[src/rtl/frc_pkg.sv]
// Package frc_pkg
// Shared constants and the ordered threshold table for the frame-rate dither.
// Assumes the dropped fraction is two bits wide, so the table has four entries.
package frc_pkg;
    localparam int IDX_W = 2;

    // Ordered thresholds: over the four indices each value 0..3 appears once.
    function automatic logic [IDX_W-1:0] frc_threshold(input logic [IDX_W-1:0] idx);
        logic [IDX_W-1:0] thr;
        case (idx)
            2'd0:    thr = 2'd0;
            2'd1:    thr = 2'd2;
            2'd2:    thr = 2'd3;
            default: thr = 2'd1;
        endcase
        return thr;
    endfunction
endpackage

[src/rtl/frc_position.sv]
// Module frc_position
// Tracks the parity of the current pixel's row and column and the frame phase.
// Assumes sof/sol are qualified by pix_valid. Outputs describe the pixel
// presented in the current cycle (combinational from registered history).
module frc_position
    import frc_pkg::*;
(
    input  logic             clk,
    input  logic             rst_n,
    input  logic             pix_valid,
    input  logic             pix_sof,
    input  logic             pix_sol,
    output logic [IDX_W-1:0] pos_idx,
    output logic [IDX_W-1:0] frame_ph
);
    logic             row_q;
    logic             col_q;
    logic [IDX_W-1:0] frm_q;
    logic             row_c;
    logic             col_c;

    // Position of the pixel in this cycle, derived from the last valid pixel.
    always_comb begin
        if (pix_sof) begin
            row_c = 1'b0;
            col_c = 1'b0;
        end else if (pix_sol) begin
            row_c = ~row_q;
            col_c = 1'b0;
        end else begin
            row_c = row_q;
            col_c = ~col_q;
        end
        frame_ph = (pix_valid && pix_sof) ? frm_q + 2'd1 : frm_q;
    end

    assign pos_idx = {row_c, col_c};

    // Remember position and frame phase of each accepted pixel.
    always_ff @(posedge clk) begin
        if (!rst_n) begin
            row_q <= 1'b0;
            col_q <= 1'b1;
            frm_q <= '0;
        end else if (pix_valid) begin
            row_q <= row_c;
            col_q <= col_c;
            frm_q <= frame_ph;
        end
    end
endmodule

[src/rtl/frc_channel.sv]
// Module frc_channel
// Reduces one colour channel from CH_W to KEEP_W bits with threshold rounding.
// Assumes CH_W - KEEP_W == 2 (four-entry table). Purely combinational.
module frc_channel
    import frc_pkg::*;
#(
    parameter int CH_W   = 8,
    parameter int KEEP_W = 6,
    parameter int ROT    = 0
) (
    input  logic [CH_W-1:0]  pix_in,
    input  logic             enable,
    input  logic [IDX_W-1:0] pos_idx,
    input  logic [IDX_W-1:0] frame_ph,
    output logic [CH_W-1:0]  pix_out
);
    localparam int               DROP = CH_W - KEEP_W;
    localparam logic [IDX_W-1:0] ROT_V = IDX_W'(ROT);

    logic [KEEP_W-1:0] kept;
    logic [DROP-1:0]   frac;
    logic [IDX_W-1:0]  idx;
    logic              bump;

    // Decide round-up from fraction versus rotated threshold, saturating.
    always_comb begin
        kept = pix_in[CH_W-1:DROP];
        frac = pix_in[DROP-1:0];
        idx  = pos_idx + frame_ph + ROT_V;
        bump = (frac > frc_threshold(idx)) && (kept != {KEEP_W{1'b1}});
        if (enable)
            pix_out = {kept + KEEP_W'(bump), {DROP{1'b0}}};
        else
            pix_out = pix_in;
    end
endmodule

[src/rtl/frc_dither.sv]
// Module frc_dither (top)
// Temporal-spatial dither of RGB from CH_W to KEEP_W bits per channel.
// Assumes markers accompany valid pixels; one register stage to the outputs.
module frc_dither
    import frc_pkg::*;
#(
    parameter int CH_W   = 8,
    parameter int KEEP_W = 6
) (
    input  logic            clk,
    input  logic            rst_n,
    input  logic            dith_en,
    input  logic            pix_valid,
    input  logic            pix_sof,
    input  logic            pix_sol,
    input  logic [CH_W-1:0] pix_r,
    input  logic [CH_W-1:0] pix_g,
    input  logic [CH_W-1:0] pix_b,
    output logic            out_valid,
    output logic [CH_W-1:0] out_r,
    output logic [CH_W-1:0] out_g,
    output logic [CH_W-1:0] out_b
);
    localparam int NCH = 3;

    logic [IDX_W-1:0] pos_idx;
    logic [IDX_W-1:0] frame_ph;
    logic [CH_W-1:0]  in_ch  [NCH];
    logic [CH_W-1:0]  res_ch [NCH];
    logic [CH_W-1:0]  out_q  [NCH];

    assign in_ch[0] = pix_r;
    assign in_ch[1] = pix_g;
    assign in_ch[2] = pix_b;

    frc_position u_pos (
        .clk      (clk),
        .rst_n    (rst_n),
        .pix_valid(pix_valid),
        .pix_sof  (pix_sof),
        .pix_sol  (pix_sol),
        .pos_idx  (pos_idx),
        .frame_ph (frame_ph)
    );

    for (genvar c = 0; c < NCH; c++) begin : g_ch
        frc_channel #(.CH_W(CH_W), .KEEP_W(KEEP_W), .ROT(c)) u_ch (
            .pix_in  (in_ch[c]),
            .enable  (dith_en),
            .pos_idx (pos_idx),
            .frame_ph(frame_ph),
            .pix_out (res_ch[c])
        );

        // Register each channel result when a pixel is accepted.
        always_ff @(posedge clk) begin
            if (!rst_n)
                out_q[c] <= '0;
            else if (pix_valid)
                out_q[c] <= res_ch[c];
        end
    end

    // Delay the pixel qualifier to match the data register.
    always_ff @(posedge clk) begin
        if (!rst_n) out_valid <= 1'b0;
        else        out_valid <= pix_valid;
    end

    assign out_r = out_q[0];
    assign out_g = out_q[1];
    assign out_b = out_q[2];
endmodule

[config.mk]
export PLATFORM = sky130hd
export DESIGN_NAME = frc_dither
export DESIGN_NICKNAME = d
export VERILOG_FILES = /design/src/rtl/frc_pkg.sv /design/src/rtl/frc_position.sv /design/src/rtl/frc_channel.sv /design/src/rtl/frc_dither.sv
export SDC_FILE = /design/constraint.sdc
export NUM_CORES = 1
export LEC_CHECK = 0
export BUFFER_PORTS_ARGS = -buffer_cell sky130_fd_sc_hd__buf_4
export CORE_MARGIN = 5
export CORE_UTILIZATION = 28
export DETAILED_ROUTE_END_ITERATION = 6
export GPL_TIMING_DRIVEN = 0
export PLACE_DENSITY = 0.51
export SETUP_SLACK_MARGIN = 0.2
export SLEW_MARGIN = 15
export SYNTH_ARGS = -nofsm -noshare
export SYNTH_HDL_FRONTEND = slang
export SYNTH_SLANG_ARGS = --single-unit
export TNS_END_PERCENT = 100
[constraint.sdc]
create_clock -name clk -period 3.38 [get_ports clk]
set_input_delay 0.169 -clock clk [delete_from_list [all_inputs] [get_ports clk]]
set_output_delay 0.169 -clock clk [all_outputs]
set_load 0.02 [all_outputs]
Yosys cells after proc, flatten, opt, wreduce, memory -nomap -nowiden
Memory sizes are Yosys's and may differ from the RTL's. Cells that the tools add are included.

$add $sub $neg: 7. $lt $le $gt $ge: 3. Equal/unequal tests: 9. Mux-type cells: 18. Bitwise operators: 5. Reduce and logical (&&, ||, !) cells: 7.

Operators by type and width (count): $mux 8 (6); $add 6x1->6 (3); $ne 6x6->1 const B (3); $pmux 2 s3 (3); $mux 1 (8); $eq 2x1->1 const B (3); $eq 2x2->1 const B (3); $gt 2x2->1 (3); $logic_not 2->1 (3); $add 2x1->2 const B (2); $logic_and 1x1->1 (4); $or 1x1->1 (3); $add 2x2->2 (1); $add 2x2->2 const B (1); $mux 2 (1); $not 1->1 (2).

Register bits after elaboration: 5. RAM bits: 24. Bits of input ports: 30. Output and inout port bits: 25. Word-level logic and storage cells: 54. Memories kept: 1.

Memories: out_q (depth 3, width 8, read ports 3, clocked after Yosys merged registers in 0, write ports 3, RTL line frc_dither.sv:30) `logic [CH_W-1:0] out_q [NCH];`.

Logic depth before layout (Yosys ltp)
Depth after elaboration: 12. Depth in mapped cells: 16. Mapped depth without buffers: 16.

Hierarchy
A second synthesis with hierarchy kept.

Cells, all modules: 174. Area total of the unflattened synthesis: 1928.1 um^2.

Modules (own cells, without submodules): frc_dither (instances 1, cells each 55, area an instance 943.4 um^2, seq. area each 740.7 um^2); frc_channel (g_ch[0].u_ch ...) (instances 2, cells each 31, area an instance 251.5 um^2, seq. area each 0.0 um^2); frc_channel (g_ch[1].u_ch) (instances 1, cells each 32, area an instance 256.5 um^2, seq. area each 0.0 um^2); frc_position (instances 1, cells each 25, area an instance 225.2 um^2, seq. area each 80.1 um^2).

Worst setup path after synthesis
Ideal clock, no wire load.

Path type: register -> register. From: register u_pos.col_q. To: memory out_q[1][7] (data pin). Setup time: 0.147 ns. Arrival: 2.729 ns. Data required time: 3.233 ns. Slack: 0.505 ns. Cell stages (with the launch flop): 14. Path through: dfxtp_1 nor3_1 ha_1 xnor2_1 xnor2_1 ha_1 xnor2_1 ha_1 a21oi_1 a211oi_1 ha_1 nand4_2 or3_1 a21oi_1.

RTL lines: from (decl) (RTL line frc_position.sv:17) `logic col_q;`; from (signal assigned) (RTL line frc_position.sv:47) `col_q <= col_c;`; to (decl) (RTL line frc_dither.sv:30).

==> reports/qor.txt <==
Outcome -> finished clean
Switching share of total power -> 27.3%
Max Buffers Root-to-Sink -> 2
Start point of the worst hold path -> rst_n
Starting density of the core -> 28.5%
Smallest setup slack after layout -> 0.371 ns
DRT iter0 DRCs -> 20
Final number of setup-violating endpoints -> 0
Internal power -> 808 µW
CTS tree -> built
Data arrival time of the critical path -> 3.13 ns
Part of the total power dissipated in combinational logic -> 28.2%
Clock tree sinks -> 29
Worst hold stages -> 2
Router iterations before antenna repair -> 4
Die Ht -> 87.4 µm
Share of final-layout standard cells stronger than drive strength 1 -> 37.9%
Clock transition time at the flip-flop clock pins of the worst setup and hold paths -> 0.07 ns
Via/cell ratio -> 4.45
ANT cells -> 0
Total congestion overflow -> 0
Post-detailed-route count of antenna-violating nets -> 0
Pwr/cell area -> 471 nW/µm²
DIE WIDTH -> 87.4 µm
Reg2Reg Capture Point -> out_q[1][7]$_SDFFCE_PN0P_
Routed wire length per instance -> 12.5 µm
Worst slew margin relative to its limit -> 59.0%
Top-level port count -> 55
Class of the tightest hold or removal check -> in -> reg
Net switching power figure -> 303 µW
Total die area -> 7640 µm²
Area share of the largest cell type after synthesis -> 43.0%
Number of vias in the routed layout -> 1285
Final count of pins violating max slew -> 0
Max capacitance violation total -> 0
I/O Buffers -> 53
GRT Resource Usage Total -> 9.81%
Sequential share of power -> 38.6%
Final-layout worst hold slack -> 0.0910 ns
Launching point of the worst reg2reg path -> u_pos.frm_q[0]$_SDFFE_PN0P_
Critical Path Source Type -> flip-flop
Final Net Count -> 260
Via count of the first global-routing pass -> 1232
Worst supply voltage drop on vdd -> 0.159 mV
Post-synthesis sequential element count -> 29
Worst reg2reg setup slack -> 0.37 ns
Area inside the core boundary -> 5890 µm²
Most common library cell in the layout ignoring fill and taps -> sky130_fd_sc_hd__buf_4
H-Tree Depth -> 2
Largest area contributor in the synthesized netlist -> sky130_fd_sc_hd__edfxtp_1
Max Clock Freq -> 0.332 GHz
Residual DRC count -> 0
Post-route cell area -> 2360 µm²
Hold Vio Cnt, Final -> 0
Number of filler instances in the final layout -> 583
Worst Path Class, Setup -> reg -> reg
Total leakage power -> 1.04 nW
Least-Margin Pin Slew -> 0.614 ns
Worst-path fanout max -> 3
Top area cells in the synthesized netlist -> sky130_fd_sc_hd__edfxtp_1, sky130_fd_sc_hd__ha_1, sky130_fd_sc_hd__dfxtp_1
Routability cong. -> 0.660
Cell variety after synth -> 27
RSZ-0062 raised after global routing -> yes
Clock latency at the later pin of the worst-skew pair -> 0.28 ns
Design Power -> 1.11 mW
Register area share after synthesis -> 48.9%
CP endpoint kind -> flip-flop
Average footprint of a synthesized cell -> 11.0 µm²
Worst setup slack after placement -> 0.226 ns
Yosys synthesis warning count -> 0
Total detailed-routing wirelength -> 3.60 mm
Number of CTS-inserted buffers -> 5
Share of power burned in the clock network -> 33.2%
Pin count of the biggest net entering global routing -> 25
Post-synth net total -> 200
Post-route setup TNS -> 0 ns
DP Area -> 2170 µm²
Global-route wire length before repair -> 5.69 mm
Cell count of the worst reg-to-reg path -> 13
Multi-input gate area in the final layout -> 871 µm²
Area Overhead vs Synth -> 40.6%
Cell Rows -> 28
Number of buffers added to fix hold violations after cts -> 0
Leading cell types in the layout, fill and taps excluded -> sky130_fd_sc_hd__buf_4, sky130_fd_sc_hd__edfxtp_1, sky130_fd_sc_hd__nor2_1, sky130_fd_sc_hd__ha_1
Shortest clock period the worst path allows after layout -> 3.01 ns
Data required, critical path -> 3.50 ns
Post-synthesis instance total -> 153
Half-perimeter wire length of the detailed placement result -> 2.79 mm
Portion of the clock cycle consumed by the worst path in the final layout -> 89.0%
Register area -> 823 µm²
Number of antenna violations at the first check in global routing -> 0
Clk Tree Root Cell -> sky130_fd_sc_hd__clkbuf_8
Min-Delay Endpoint -> u_pos.col_q$_SDFFE_PN1P_
Worst setup skew after layout -> 0.00973 ns
Post-synthesis instance area -> 1680 µm²
## Yosys cell counts
master,count
sky130_fd_sc_hd__o21ai_0,4
sky130_fd_sc_hd__buf_6,1
sky130_fd_sc_hd__edfxtp_1,24
sky130_fd_sc_hd__or3_1,3
sky130_fd_sc_hd__mux2i_1,7
sky130_fd_sc_hd__and2_1,5
sky130_fd_sc_hd__xor2_1,10
sky130_fd_sc_hd__dfxtp_1,5
sky130_fd_sc_hd__nor4bb_1,1
sky130_fd_sc_hd__buf_2,1
sky130_fd_sc_hd__nand3_1,1
sky130_fd_sc_hd__xnor2_1,6
sky130_fd_sc_hd__nand2b_1,1
sky130_fd_sc_hd__nor3_1,4
sky130_fd_sc_hd__nand4_1,6
sky130_fd_sc_hd__nand2_1,10
sky130_fd_sc_hd__nand4_2,3
sky130_fd_sc_hd__or2_2,2
sky130_fd_sc_hd__ha_1,17
sky130_fd_sc_hd__nor2b_1,1
sky130_fd_sc_hd__nor2_1,19
sky130_fd_sc_hd__inv_1,9
sky130_fd_sc_hd__clkbuf_1,1
sky130_fd_sc_hd__buf_1,1
sky130_fd_sc_hd__o21ai_1,1
sky130_fd_sc_hd__a21oi_1,7
sky130_fd_sc_hd__a211oi_1,3
## worst max-delay path, cell delays in order, from the launching register on
cell and delay, ns:
sky130_fd_sc_hd__dfxtp_2 0.33, sky130_fd_sc_hd__xnor2_2 0.13, sky130_fd_sc_hd__ha_2 0.20, sky130_fd_sc_hd__xnor2_4 0.14, sky130_fd_sc_hd__xnor2_2 0.15, sky130_fd_sc_hd__ha_1 0.36
sky130_fd_sc_hd__xnor2_1 0.16, sky130_fd_sc_hd__ha_1 0.33, sky130_fd_sc_hd__a21oi_2 0.07, sky130_fd_sc_hd__a211oi_2 0.16, sky130_fd_sc_hd__ha_2 0.22, sky130_fd_sc_hd__nand4_2 0.13
sky130_fd_sc_hd__or3_1 0.31, sky130_fd_sc_hd__a21oi_1 0.15
## power by group through the flow
stage          clock network (mW)  registers [mW]  logic [mW]
6_report                    0.369           0.429       0.313
5_1_grt                     0.395           0.431       0.356
4_1_cts                     0.378           0.428       0.293
3_5_place_dp                    0           0.436       0.292
3_3_place_gp                    0           0.435       0.289
2_1_floorplan                   0           0.469       0.151
## area by class of cell
type	count	share of cell area (%)
plain buffers	4	1.01
clock inverters	1	1.27
repair buffers	53	16.9
clock buffers	7	3.66
flip-flops and latches	29	34.9
inverters	9	1.43
well taps	75	3.98
multi-input cells	111	36.9
## metrics by stage
step | cells | util, %
CTS | 289 | 38.9
global placement | 281 | 36.9
floorplan | 153 | -
detailed placement | 281 | 36.9
global route | 289 | 40.1
finish | 289 | 40.1
## metal layers
metal / vias up / GRT usage, % / share of wire, %
li1: 661 / - / -
met1: 575 / 11.7 / 43
met2: 44 / 16.2 / 47
met3: 5 / 3.03 / 8.0
met4: 0 / 4.18 / 1.9
met5: - / 0 / 0
## state kept, by name (all words and copies together) (netlist names)
name         cells
out_q           24
u_pos.frm_q      2
out_valid        1
u_pos.col_q      1
u_pos.row_q      1
## repair_timing
item                                    4_1_cts  5_1_grt
pin swaps                                     0        6
cloned                                        0        0
endpoints found under the setup margin        1       12
buffers inserted                              0        0
gates resized for setup                       1       14
## kinds of logic after synthesis
group	count (synthesis)	synth area share [%]
AO/OA/AOI/OAI	15	4.92
multiplexers	7	4.18
adder cells (fa/ha/maj)	17	12.7
flip-flops	29	48.9
AND/OR/NAND/NOR	56	17.5
buffers and inverters	13	3.43
XOR/XNOR	16	8.35
## worst max path at each step
stage                                startpoint                         to  depth (start not counted)
floorplan              u_pos.col_q$_SDFFE_PN1P_  out_q[1][7]$_SDFFCE_PN0P_                         13
global placement       u_pos.col_q$_SDFFE_PN1P_  out_q[1][7]$_SDFFCE_PN0P_                         13
detailed placement     u_pos.col_q$_SDFFE_PN1P_  out_q[1][7]$_SDFFCE_PN0P_                         13
CTS                 u_pos.frm_q[0]$_SDFFE_PN0P_  out_q[1][7]$_SDFFCE_PN0P_                         13
global route           u_pos.col_q$_SDFFE_PN1P_  out_q[1][7]$_SDFFCE_PN0P_                         13
finish              u_pos.frm_q[0]$_SDFFE_PN0P_  out_q[1][7]$_SDFFCE_PN0P_                         13
No activity file was read; power rests on OpenSTA's default activity.
